### src/rtl/quad16_pkg.sv
package quad16_pkg;

  localparam int BITS_PER_SYM   = 4;
  localparam int RAIL_CNT       = 2;
  localparam int LARGE_MILLI    = 821;
  localparam int SMALL_MILLI    = 220;
  localparam int TAB_DEPTH      = 16;
  localparam int TAB_FULL_SCALE = 2047;

  // Quarter-wave samples at half-step offsets: round(2047*sin((k+0.5)*pi/32)).
  function automatic int quarter_sine(input int idx);
    case (idx)
      0:  return 100;
      1:  return 300;
      2:  return 497;
      3:  return 690;
      4:  return 875;
      5:  return 1052;
      6:  return 1219;
      7:  return 1375;
      8:  return 1517;
      9:  return 1644;
      10: return 1756;
      11: return 1850;
      12: return 1927;
      13: return 1986;
      14: return 2025;
      15: return 2045;
      default: return 0;
    endcase
  endfunction

  function automatic int level_code(input int milli, input int amp_w);
    int fs;
    fs = (1 << (amp_w - 1)) - 1;
    return (milli * fs + 500) / 1000;
  endfunction

endpackage

### src/rtl/quad16_deser.sv
module quad16_deser
  import quad16_pkg::*;
#(
  parameter int BITS = BITS_PER_SYM
) (
  input  logic            clk,
  input  logic            rst_n,
  input  logic            bit_en,
  input  logic            bit_in,
  input  logic            align_clr,
  output logic            grp_done,
  output logic [BITS-1:0] grp_bits
);

  localparam int CNT_W = $clog2(BITS);
  localparam logic [CNT_W-1:0] LAST = CNT_W'(BITS - 1);

  logic [CNT_W-1:0] cnt_q, cnt_d;
  logic [BITS-1:0]  acc_q, acc_d;

  always_comb begin
    cnt_d    = cnt_q;
    acc_d    = acc_q;
    grp_done = 1'b0;
    if (align_clr) begin
      cnt_d = '0;
    end else if (bit_en) begin
      acc_d[BITS-1-int'(cnt_q)] = bit_in;
      if (cnt_q == LAST) begin
        cnt_d    = '0;
        grp_done = 1'b1;
      end else begin
        cnt_d = cnt_q + 1'b1;
      end
    end
  end

  assign grp_bits = acc_d;

  always_ff @(posedge clk or negedge rst_n) begin
    if (!rst_n) begin
      cnt_q <= '0;
      acc_q <= '0;
    end else begin
      cnt_q <= cnt_d;
      acc_q <= acc_d;
    end
  end

endmodule

### src/rtl/quad16_level.sv
module quad16_level
  import quad16_pkg::*;
#(
  parameter int AMP_W = 12
) (
  input  logic                    sign_bit,
  input  logic                    size_bit,
  output logic signed [AMP_W-1:0] amp
);

  localparam int BIG   = level_code(LARGE_MILLI, AMP_W);
  localparam int SMALL = level_code(SMALL_MILLI, AMP_W);
  localparam logic signed [AMP_W-1:0] BIG_V   = AMP_W'(BIG);
  localparam logic signed [AMP_W-1:0] SMALL_V = AMP_W'(SMALL);

  logic signed [AMP_W-1:0] mag_v;

  always_comb begin
    mag_v = size_bit ? BIG_V : SMALL_V;
    amp   = sign_bit ? mag_v : -mag_v;
  end

endmodule

### src/rtl/quad16_carrier.sv
module quad16_carrier
  import quad16_pkg::*;
#(
  parameter int AMP_W = 12,
  parameter int PH_W  = $clog2(TAB_DEPTH) + 2,
  parameter int PB_W  = 2 * AMP_W + 1
) (
  input  logic                    clk,
  input  logic                    rst_n,
  input  logic signed [AMP_W-1:0] i_amp,
  input  logic signed [AMP_W-1:0] q_amp,
  output logic signed [PB_W-1:0]  pb_sample,
  output logic [PH_W-1:0]         pb_phase
);

  localparam int QW = $clog2(TAB_DEPTH);
  localparam int FS = (1 << (AMP_W - 1)) - 1;
  localparam logic [PH_W-1:0] QUARTER = PH_W'(TAB_DEPTH);

  logic [PH_W-1:0]           ph_q, ph_d;
  logic signed [AMP_W-1:0]   sin_v, cos_v;
  logic signed [2*AMP_W-1:0] prod_i, prod_q;
  logic signed [PB_W-1:0]    pb_q, pb_d;
  logic [PH_W-1:0]           phs_q;

  function automatic logic signed [AMP_W-1:0] wave(input logic [PH_W-1:0] ph);
    logic [QW-1:0] j;
    int            mag;
    j = ph[QW-1:0];
    if (ph[QW]) j = ~j;
    mag = quarter_sine(int'(j)) * FS / TAB_FULL_SCALE;
    return ph[QW+1] ? AMP_W'(-mag) : AMP_W'(mag);
  endfunction

  always_comb begin
    sin_v  = wave(ph_q);
    cos_v  = wave(ph_q + QUARTER);
    prod_i = i_amp * sin_v;
    prod_q = q_amp * cos_v;
    pb_d   = PB_W'(prod_i) + PB_W'(prod_q);
    ph_d   = ph_q + 1'b1;
  end

  always_ff @(posedge clk or negedge rst_n) begin
    if (!rst_n) begin
      ph_q  <= '0;
      phs_q <= '0;
      pb_q  <= '0;
    end else begin
      ph_q  <= ph_d;
      phs_q <= ph_q;
      pb_q  <= pb_d;
    end
  end

  assign pb_sample = pb_q;
  assign pb_phase  = phs_q;

endmodule

### src/rtl/quad16_mapper.sv
module quad16_mapper
  import quad16_pkg::*;
#(
  parameter  int AMP_W      = 12,
  parameter  bit CARRIER_EN = 1'b1,
  localparam int PB_W       = 2 * AMP_W + 1,
  localparam int PH_W       = $clog2(TAB_DEPTH) + 2
) (
  input  logic                    clk,
  input  logic                    rst_n,
  input  logic                    bit_en,
  input  logic                    bit_in,
  input  logic                    align_clr,
  output logic                    sym_stb,
  output logic [BITS_PER_SYM-1:0] sym_bits,
  output logic signed [AMP_W-1:0] i_amp,
  output logic signed [AMP_W-1:0] q_amp,
  output logic signed [PB_W-1:0]  pb_sample,
  output logic [PH_W-1:0]         pb_phase
);

  // reset release synchronizer
  logic [1:0] rsync_q;
  logic       rst_q;

  always_ff @(posedge clk or negedge rst_n) begin
    if (!rst_n) rsync_q <= '0;
    else        rsync_q <= {rsync_q[0], 1'b1};
  end
  assign rst_q = rsync_q[1];

  logic                    grp_done;
  logic [BITS_PER_SYM-1:0] grp_bits;

  quad16_deser #(.BITS(BITS_PER_SYM)) u_deser (
    .clk      (clk),
    .rst_n    (rst_q),
    .bit_en   (bit_en),
    .bit_in   (bit_in),
    .align_clr(align_clr),
    .grp_done (grp_done),
    .grp_bits (grp_bits)
  );

  // rail 0 = in-phase (bits 3,2), rail 1 = quadrature (bits 1,0)
  logic signed [AMP_W-1:0] lvl [RAIL_CNT];

  for (genvar g = 0; g < RAIL_CNT; g++) begin : g_rail
    quad16_level #(.AMP_W(AMP_W)) u_level (
      .sign_bit(grp_bits[BITS_PER_SYM-1-2*g]),
      .size_bit(grp_bits[BITS_PER_SYM-2-2*g]),
      .amp     (lvl[g])
    );
  end

  logic                    stb_q, stb_d;
  logic [BITS_PER_SYM-1:0] bits_q, bits_d;
  logic signed [AMP_W-1:0] i_q, i_d, q_q, q_d;

  always_comb begin
    stb_d  = grp_done;
    bits_d = bits_q;
    i_d    = i_q;
    q_d    = q_q;
    if (grp_done) begin
      bits_d = grp_bits;
      i_d    = lvl[0];
      q_d    = lvl[1];
    end
  end

  always_ff @(posedge clk or negedge rst_q) begin
    if (!rst_q) begin
      stb_q  <= 1'b0;
      bits_q <= '0;
      i_q    <= '0;
      q_q    <= '0;
    end else begin
      stb_q  <= stb_d;
      bits_q <= bits_d;
      i_q    <= i_d;
      q_q    <= q_d;
    end
  end

  assign sym_stb  = stb_q;
  assign sym_bits = bits_q;
  assign i_amp    = i_q;
  assign q_amp    = q_q;

  if (CARRIER_EN) begin : g_carrier
    quad16_carrier #(.AMP_W(AMP_W), .PH_W(PH_W), .PB_W(PB_W)) u_carrier (
      .clk      (clk),
      .rst_n    (rst_q),
      .i_amp    (i_q),
      .q_amp    (q_q),
      .pb_sample(pb_sample),
      .pb_phase (pb_phase)
    );
  end else begin : g_no_carrier
    assign pb_sample = '0;
    assign pb_phase  = '0;
  end

endmodule

### config.mk
export PLATFORM = sky130hd
export DESIGN_NAME = quad16_mapper
export DESIGN_NICKNAME = d
export VERILOG_FILES = /design/src/rtl/quad16_pkg.sv /design/src/rtl/quad16_deser.sv /design/src/rtl/quad16_level.sv /design/src/rtl/quad16_carrier.sv /design/src/rtl/quad16_mapper.sv
export SDC_FILE = /design/constraint.sdc
export NUM_CORES = 1
export LEC_CHECK = 0
export BUFFER_PORTS_ARGS = -buffer_cell sky130_fd_sc_hd__buf_2
export CAP_MARGIN = 20
export CORE_MARGIN = 1.5
export CORE_UTILIZATION = 60
export DETAILED_ROUTE_END_ITERATION = 6
export PLACE_DENSITY = 0.77
export SYNTH_ARGS = -nofsm -noshare
export SYNTH_HDL_FRONTEND = slang
export SYNTH_SLANG_ARGS = --single-unit
### constraint.sdc
create_clock -name clk -period 1.8 [get_ports clk]
set_input_delay 0.18 -clock clk [delete_from_list [all_inputs] [get_ports clk]]
set_output_delay 0.18 -clock clk [all_outputs]
set_load 0.05 [all_outputs]
==> results of run 1 <==
through the flow:
stage          util (%)  hold WS (ns)  worst slack [ns]
2_1_floorplan         -        -0.116            -20.65
3_3_place_gp       84.0       -0.0324            -21.12
3_5_place_dp       84.0       -0.0318            -22.44
4_1_cts            86.5       0.00815            -21.87
per-layer routing:
layer  overflow  global-route usage, %
met1          0                   67.8
met2          1                   87.3
met3          0                   50.9
met4          2                   62.4
met5          0                   27.0
kinds of logic after synthesis:
kind of cell	Yosys count	share of synthesized area (%)
AO/OA/AOI/OAI	830	19.7
multiplexers	79	2.87
buffers and inverters	733	9.40
adder cells (fa/ha/maj)	683	38.2
AND/OR/NAND/NOR	1169	20.0
XOR/XNOR	181	5.21
flip-flops	58	4.68
other	1	0.0121
what timing repair did:
action | 4_1_cts
pin swaps | 89
endpoints found under the setup margin | 27
resized for setup | 140
gates cloned | 0
hold endpoints to repair | 2
hold buffers | 1
buffers inserted | 42
==> summary.md, run 1 <==
| Metric | Value |
|---|---|
| Outcome | aborted with a tool error |
| Last stage | 5_1_grt |
| Log Error | [ERROR GRT-0116] Global routing finished with congestion. Check the congestion regions in the DRC Viewer. |
| Synth top cells by count | 615 x inv_1, 440 x fa_1, 300 x nand2_1 |
| IO buf count | 64 |
| Final Wtd Congestion | 1.00 |
| Largest cells by area after synthesis | fa_1 28%, ha_1 9.6%, inv_1 7.4%, dfrtp_1 4.7%, nand2_1 3.6% |
| Ys flop type | dfrtp_1 |
| Post-synth EDFFs | 0 |
| Yosys top cell area share | 28.4% |
| Sink Count | 58 |
| Clock buffers created by TritonCTS | 9 |
| HPWL Detailed | 101000 um |
| Post-synthesis register bit count | 58 |
| Mapped Nets | 4417 |
| Root buf cell | clkbuf_16 |
| Global-route wire length before repair | 270000 um |
| Die span in x | 230 um |
| Clock Path Buffers | 2 |
| H-tree depth | 3 |
| Initial Util | 60.6% |
| Warnings, synthesis | 0 |
| Num ports | 65 |
| Synth async-reset ratio | 100% |
| Post-Synthesis Cells | 3734 |
| Die Y | 230 um |
| Overall routing resource usage | 67.8% |
| # rows | 83 |
| Placed Cells | 5718 |
| Count leader, synth | inv_1 |
| Area leader, netlist | fa_1 |
| GRT overflow | 3 |
| Sequential share of the synthesized area | 4.68% |
| Avg Cell Area, Syn | 8.31 um2 |
| Synth unique cells | 139 |
| Synth Cell Area | 0.0310 mm2 |
| Via count of the first global-routing pass | 45100 |
| Post-DP Area | 0.0430 mm2 |
| Largest net degree at the start of global routing | 42 |
==> run 2, diff against run 1 <==
--- a/config.mk
+++ b/config.mk
@@ -8,9 +8,9 @@
 export BUFFER_PORTS_ARGS = -buffer_cell sky130_fd_sc_hd__buf_2
 export CAP_MARGIN = 20
 export CORE_MARGIN = 1.5
-export CORE_UTILIZATION = 60
+export CORE_UTILIZATION = 40
 export DETAILED_ROUTE_END_ITERATION = 6
-export PLACE_DENSITY = 0.77
+export PLACE_DENSITY_LB_ADDON = 0.15
 export SYNTH_ARGS = -nofsm -noshare
 export SYNTH_HDL_FRONTEND = slang
 export SYNTH_SLANG_ARGS = --single-unit
==> constraint.sdc (replaced) <==
create_clock -name clk -period 2.3 [get_ports clk]
set_input_delay 0.23 -clock clk [delete_from_list [all_inputs] [get_ports clk]]
set_output_delay 0.23 -clock clk [all_outputs]
set_load 0.05 [all_outputs]
==> run 2 against run 1 <==
Against the previous run:
- synthesized cell count stayed put
- area after synthesis unchanged
- the flow now finishes, with violations (negative setup slack)
==> summary.md, run 2 <==
| Metric | Value |
|---|---|
| Outcome | finished, violations left |
| Failing checks | negative setup slack |
| P_leak | 23.0 nW |
| Setup tns final | -474.21 ns |
| Die span in x | 281 um (+22%) |
| Via count | 32400 |
| CP Capture Type | flop |
| Bufs and invs on worst path | 18 |
| Share of cells above drive strength 1 | 42.8% |
| # rows | 101 (+22%) |
| First-pass iteration count of the detailed router | 6 |
| GRT overflow | 0 |
| Max-slew violations | 0 |
| Most common cell after layout, fill and taps aside | buf_4 |
| Die ar. | 0.0792 mm2 |
| Net count, final | 5887 |
| TritonCTS clock tree | done |
| HPWL Detailed | 88500 um (-12%) |
| Area leader, netlist | fa_1 |
| H-tree depth | 3 (unchanged) |
| Initial DRC count | 1759 |
| Wirelength per Cell | 16.7 um |
| Synth top cells by count | 615 x inv_1, 440 x fa_1, 300 x nand2_1 |
| IO buf count | 64 (unchanged) |
| Final Wtd Congestion | 0.931 (-7.3%) |
| Setup violations, final | 25 |
| Max-Cap Viols | 0 |
| Global-route wire length before repair | 170000 um |
| Yosys top cell area share | 28.4% (unchanged) |
| Worst path top cell family by delay | adder cells |
| Placeable core area | 0.0763 mm2 |
| Overall routing resource usage | 26.3% |
| Post-Synthesis Cells | 3734 (unchanged) |
| Initial Util | 40.6% (-20 points) |
| Num ports | 65 (unchanged) |
| Mapped Nets | 4417 (unchanged) |
| Power per Cell Area | 899 mW/mm2 |
| Fin crit period | 23.02 ns |
| Setup WS post-layout | -20.72 ns |
| Warnings, synthesis | 0 (unchanged) |
| Req. time, crit path | 2.54 ns |
| Slew Limit Headroom | 59.9% |
| Critical path launch point type | flop |
| Sink Count | 58 (unchanged) |
| Crit Path Category | reg2reg |
| Largest cells by area after synthesis | fa_1 28%, ha_1 9.6%, inv_1 7.4%, dfrtp_1 4.7%, nand2_1 3.6% |
| Placed Cells | 6072 (+6.2%) |
| Avg Cell Area, Syn | 8.31 um2 (unchanged) |
| Period utilisation layout | 1000% |
| Routed Wire Length | 104000 um |
| Worst slew pin tran | 0.594 ns |
| Clk_lat worst skew | 0.35 ns |
| Area Growth Syn to Fin | 51.6% |
| Clock Path Buffers | 2 (unchanged) |
| Initial antenna violation count | 1 |
| Via count of the first global-routing pass | 33000 |
| Root buf cell | clkbuf_16 |
| Clk_skew | 0.00453 ns |
| Antenna diode count | 0 |
| Largest stage delay, worst path | 0.55 ns |
| Worst vdd ir | 4.35 mV |
| Hold crit path type | in2reg |
| Die Y | 281 um (+22%) |
| Synth unique cells | 139 (unchanged) |
| F_max | 43.4 MHz |
| Remaining antenna violation count | 0 |
| Largest fanout on the critical path | 21 |
| Clock Pin Slew Worst Setup and Hold Paths | 0.06 ns |
| Ys flop type | dfrtp_1 |
| Synth Cell Area | 0.0310 mm2 (unchanged) |
| Largest net degree at the start of global routing | 36 |
| Post-synth EDFFs | 0 (unchanged) |
| Final routed DRC violation total | 0 |
| Clock buffers created by TritonCTS | 9 (unchanged) |
| Via/cell ratio | 5.19 |
| Most frequent cell on the critical path | fa_1 |
| Most frequent cells in the layout | 1461 x buf_4, 568 x inv_1, 426 x fa_1 |
| Max stage delay cell, worst path | fa_1 |
| Sequential share of the synthesized area | 4.68% (unchanged) |
| Synth async-reset ratio | 100% (unchanged) |
| Fin. Hold Viols | 0 |
| Tot Pwr | 0.0423 W |
| RSZ-0062 raised after global routing | true |
| Count leader, synth | inv_1 |
| Max reg flops | 25 |
| Crit path DAT | 23.26 ns |
| Non-Filler Instances | 6238 |
| Post-synthesis register bit count | 58 (unchanged) |
[run 2: final cells by class]
cell class,count,area (um2)
inverter,619,2340
tap,1030,1290
timing repair buffer,1573,11900
multi-input combinational,2943,29700
sequential,58,1460
clock inverter,6,82.6
fill,6695,29300
clock buffer,9,225
[run 2: what timing repair did]
| action | 4_1_cts | 5_1_grt |
|---|---|---|
| buffers inserted | 116 | 39 |
| gates resized for setup | 268 | 158 |
| endpoints found under the setup margin | 25 | 25 |
| hold buffers | 1 | 0 |
| pin swaps | 195 | 156 |
| endpoints found under the hold margin | 2 | 0 |
[run 2: report_power, final]
group | internal, W | switching (W)
Sequential | 0.00178 | 0.000199
Clock | 0.000936 | 0.000544
Combinational | 0.0201 | 0.0187
Total | 0.0229 | 0.0194
[run 2: routing by layer]
layer / up-vias / wire (um) / GRT usage (%)
met5: - / 0 / 0
met1: 15900 / 47700 / 36.1
met4: 0 / 1930 / 5.17
met3: 116 / 3170 / 1.29
met2: 628 / 51100 / 46.0
li1: 15800 / - / -
[run 2: cell families (layout without fill, tap and decap cells)]
| logic type | count (synthesis) | in the layout | synth area share (%) |
|---|---|---|---|
| xor+xnor | 181 | 181 | 5.21 |
| fa+ha+maj | 683 | 683 | 38.2 |
| other cells | 1 | 1 | 0.0121 |
| flops | 58 | 58 | 4.68 |
| buf+inv | 733 | 2207 | 9.40 |
| compound gates | 830 | 830 | 19.7 |
| mux | 79 | 79 | 2.87 |
| simple gates | 1169 | 1169 | 20.0 |
[run 2: per-stage QoR]
stage	area, um2	hold WS, ns	utilization (%)	setup WS (ns)
finish	47000	0.0671	61.6	-20.72
global route	47000	0.0726	61.6	-21.66
CTS	46000	0.0549	60.3	-20.27
detailed placement	43600	0.0208	57.1	-20.97
global placement	43600	0.0174	57.1	-20.93
floorplan	32400	-0.0656	-	-20.15
[run 2: final timing paths]
kind / from / end / slack (ns) / depth (start not counted)
setup / recovery: g_carrier.u_carrier.ph_q[4] / g_carrier.u_carrier.pb_sample[23] / -20.72 / 95
hold / removal: align_clr / u_deser.cnt_q[0] / 0.07 / 2
setup reg to reg: g_carrier.u_carrier.ph_q[4] / g_carrier.u_carrier.pb_sample[23] / -20.72 / 95
hold reg to reg: rsync_q[1] / g_carrier.u_carrier.pb_sample[21] / 0.23 / 0
max in group asynchronous: rsync_q[1] / q_amp[8] / 1.54 / 1
min in group asynchronous: rst_n / rsync_q[0] / 0.18 / 2
(Power assumes the default switching activity.)
==> run 3, diff against run 2 <==
--- a/config.mk
+++ b/config.mk
@@ -9,6 +9,7 @@
 export CAP_MARGIN = 20
 export CORE_MARGIN = 1.5
 export CORE_UTILIZATION = 40
+export CTS_CLUSTER_DIAMETER = 50
 export DETAILED_ROUTE_END_ITERATION = 6
 export PLACE_DENSITY_LB_ADDON = 0.15
 export SYNTH_ARGS = -nofsm -noshare
==> constraint.sdc (replaced) <==
create_clock -name clk -period 27.2 [get_ports clk]
set_input_delay 2.72 -clock clk [delete_from_list [all_inputs] [get_ports clk]]
set_output_delay 2.72 -clock clk [all_outputs]
set_load 0.05 [all_outputs]
==> run 3 against run 2 <==
Against the previous run:
- the run now ends clean
- via count down 16%
- register-to-register slack improved by 22 ns
- highest routed layer unchanged
- combinational power fell by 94%
- count of clock-buffer cells in the layout stayed put
- utilization down 17 points
==> summary.md, run 3 (synthesis results as in run 2) <==
| Metric | Value |
|---|---|
| Global-route wire length before repair | 147000 um (-14%) |
| Power per Cell Area | 76.6 mW/mm2 (-91%) |
| Clock buffers created by TritonCTS | 9 (unchanged) |
| Period utilisation layout | 94.2% (-910 points) |
| F_max | 39.0 MHz (-10%) |
| Sink Count | 58 (unchanged) |
| CP Capture Type | flop |
| Worst slew pin tran | 1.10 ns (+0.510 ns) |
| Clock power frac | 5.3% (+1.8 points) |
| Most common cell after layout, fill and taps aside | inv_1 |
| Hold_buf cts | 0 (-1) |
| Setup violations, final | 0 (-100%) |
| Num ports | 65 (unchanged) |
| Outcome | finished clean |
| Pint | 0.00125 W (-95%) |
| Via/cell ratio | 5.57 (+7.3%) |
| Fin crit period | 25.62 ns (+2.60 ns) |
| Seq pwr share | 6.9% (+2.2 points) |
| Final Wtd Congestion | 0.904 (-2.9%) |
| Crit path DAT | 25.90 ns (+2.64 ns) |
| Fin. Hold Viols | 0 (unchanged) |
| Max reg flops | 25 (unchanged) |
| Antenna diode count | 0 (unchanged) |
| Remaining antenna violation count | 0 (unchanged) |
| Initial DRC count | 1740 (-1.1%) |
| # rows | 101 (unchanged) |
| Worst vdd ir | 0.197 mV (-95%) |
| Die span in x | 281 um (unchanged) |
| First-pass iteration count of the detailed router | 6 (unchanged) |
| Root buf cell | clkbuf_16 |
| Final routed DRC violation total | 0 (unchanged) |
| Wirelength per Cell | 18.2 um (+9.2%) |
| Crit Path Category | reg2reg |
| IO buf count | 64 (unchanged) |
| Largest net degree at the start of global routing | 57 (+58%) |
| Switch share | 51.8% (+5.9 points) |
| Fill count | 7726 (+15%) |
| Max stage delay cell, worst path | fa_1 |
| Overall routing resource usage | 22.9% (-3.4 points) |
| Clock Path Buffers | 2 (unchanged) |
| Most frequent cells in the layout | 615 x inv_1, 440 x fa_1, 299 x nand2_1 |
| Req. time, crit path | 27.48 ns (+24.94 ns) |
| Via count | 27200 (-16%) |
| Max-slew violations | 0 (unchanged) |
| Max-Cap Viols | 0 (unchanged) |
| Largest stage delay, worst path | 0.68 ns (+0.13 ns) |
| Area Growth Syn to Fin | 9.58% |
| Net count, final | 4526 (-23%) |
| Hold crit path type | reg2reg |
| Die Y | 281 um (unchanged) |
| Clk_lat worst skew | 0.36 ns (about the same) |
| Placeable core area | 0.0763 mm2 (unchanged) |
| Clk_skew | 0.0151 ns (+0.0106 ns) |
| Post-DP Area | 0.0330 mm2 (-24%) |
| Die ar. | 0.0792 mm2 (unchanged) |
| HPWL Detailed | 75700 um (-14%) |
| Share of cells above drive strength 1 | 12.5% (-30 points) |
| Critical path launch point type | flop |
| Most frequent cell on the critical path | inv_1 |
| H-tree depth | 3 (unchanged) |
| GRT overflow | 0 (unchanged) |
| Comb power frac | 87.8% (-4.0 points) |
| Routed Wire Length | 88700 um (-15%) |
| Switch Pwr | 0.00135 W (-93%) |
| Largest fanout on the critical path | 11 (-48%) |
| Clock Pin Slew Worst Setup and Hold Paths | 0.07 ns (about the same) |
| TritonCTS clock tree | done |
| Initial antenna violation count | 1 (unchanged) |
| Post-layout instance area | 0.0340 mm2 (-28%) |
| Post-layout util | 44.5% (-17 points) |
| Via count of the first global-routing pass | 26900 (-18%) |
| Slew Limit Headroom | 26.4% (-33 points) |
| P_leak | 15.9 nW (-31%) |
| Initial Util | 40.6% (unchanged) |
[run 3: cell types whose count changed in the layout (fill, tap and decap cells not counted), moves of 23 or more]
cell | previous run | this run
buf_4 | 1461 | 147
ha_1 | 179 | 237
a21oi_1 | 109 | 165
ha_4 | 49 | 1
inv_1 | 568 | 615
a21oi_2 | 60 | 15
inv_2 | 44 | 2
buf_6 | 34 | 0
o21ai_0 | 90 | 113
[run 3: final cells by class]
class                      instances  area (um2)  share of cell area [%]
tap                             1030        1290                    3.79
timing repair buffer             211        1420                    4.19
clock buffer                       9         225                   0.662
clock inverter                     7         103                   0.302
sequential                        58        1460                    4.28
multi-input combinational       2944       27200                    79.9
inverter                         619        2320                    6.83
[run 3: stage by stage]
step / hold WS (ns) / cells / setup WS (ns) / setup TNS [ns] / total power [W]
final: 0.355 / 4878 / 1.58 / 0 / 0.00261
after global routing: 0.377 / 4878 / -0.0317 / -0.0317 / 0.00298
after CTS: 0.362 / 4851 / 0.0864 / 0 / 0.00267
after detailed placement: 0.348 / 4835 / 0.129 / 0 / 0.00252
after global placement: 0.333 / 4835 / 0.556 / 0 / 0.00250
after floorplan: 0.331 / 3734 / 2.32 / 0 / 0.00188
[run 3: power by group through the flow]
stage,clock [W],combinational (W),sequential [W]
after floorplan,0,0.00164,0.000245
after global placement,0,0.00231,0.000183
after detailed placement,0,0.00234,0.000182
after CTS,0.000141,0.00235,0.000181
after global routing,0.000144,0.00265,0.000185
final,0.000137,0.00229,0.000181
[run 3: path summary, 6_finish.rpt]
kind | start | end | slack, ns | cells past startpoint
setup / recovery | g_carrier.u_carrier.ph_q[0] | g_carrier.u_carrier.pb_sample[24] | 1.58 | 95
hold / removal | rsync_q[0] | rsync_q[1] | 0.36 | 0
setup reg to reg | g_carrier.u_carrier.ph_q[0] | g_carrier.u_carrier.pb_sample[24] | 1.58 | 95
hold reg to reg | rsync_q[0] | rsync_q[1] | 0.36 | 0
max in group asynchronous | rst_n | rsync_q[1] | 24.95 | 1
min in group asynchronous | rsync_q[1] | g_carrier.u_carrier.pb_sample[22] | 0.40 | 0
[run 3: repair_timing]
item / CTS / global route
endpoints found under the hold margin: 0 / 0
buffers inserted: 0 / 26
gates resized for setup: 0 / 91
setup endpoints to repair: 0 / 15
[run 3: worst max-delay path: cells and delay by family, from the launching register on]
kind | cells | cell delay (ns)
adder cells (fa/ha/maj) | 17 | 7.57
buffers and inverters | 15 | 1.56
AO/OA/AOI/OAI | 28 | 5.52
flip-flops | 1 | 0.52
AND/OR/NAND/NOR | 26 | 7.65
multiplexers | 5 | 1.87
XOR/XNOR | 4 | 0.79
[run 3: layer usage]
layer  vias to the layer above  GRT usage [%]  share of wire (%)
met2                       649           38.9                 48
met3                        54           1.44                4.0
li1                      13100              -                  -
met1                     13400           33.0                 47
met5                         -              0                  0
met4                         0           2.44               0.86
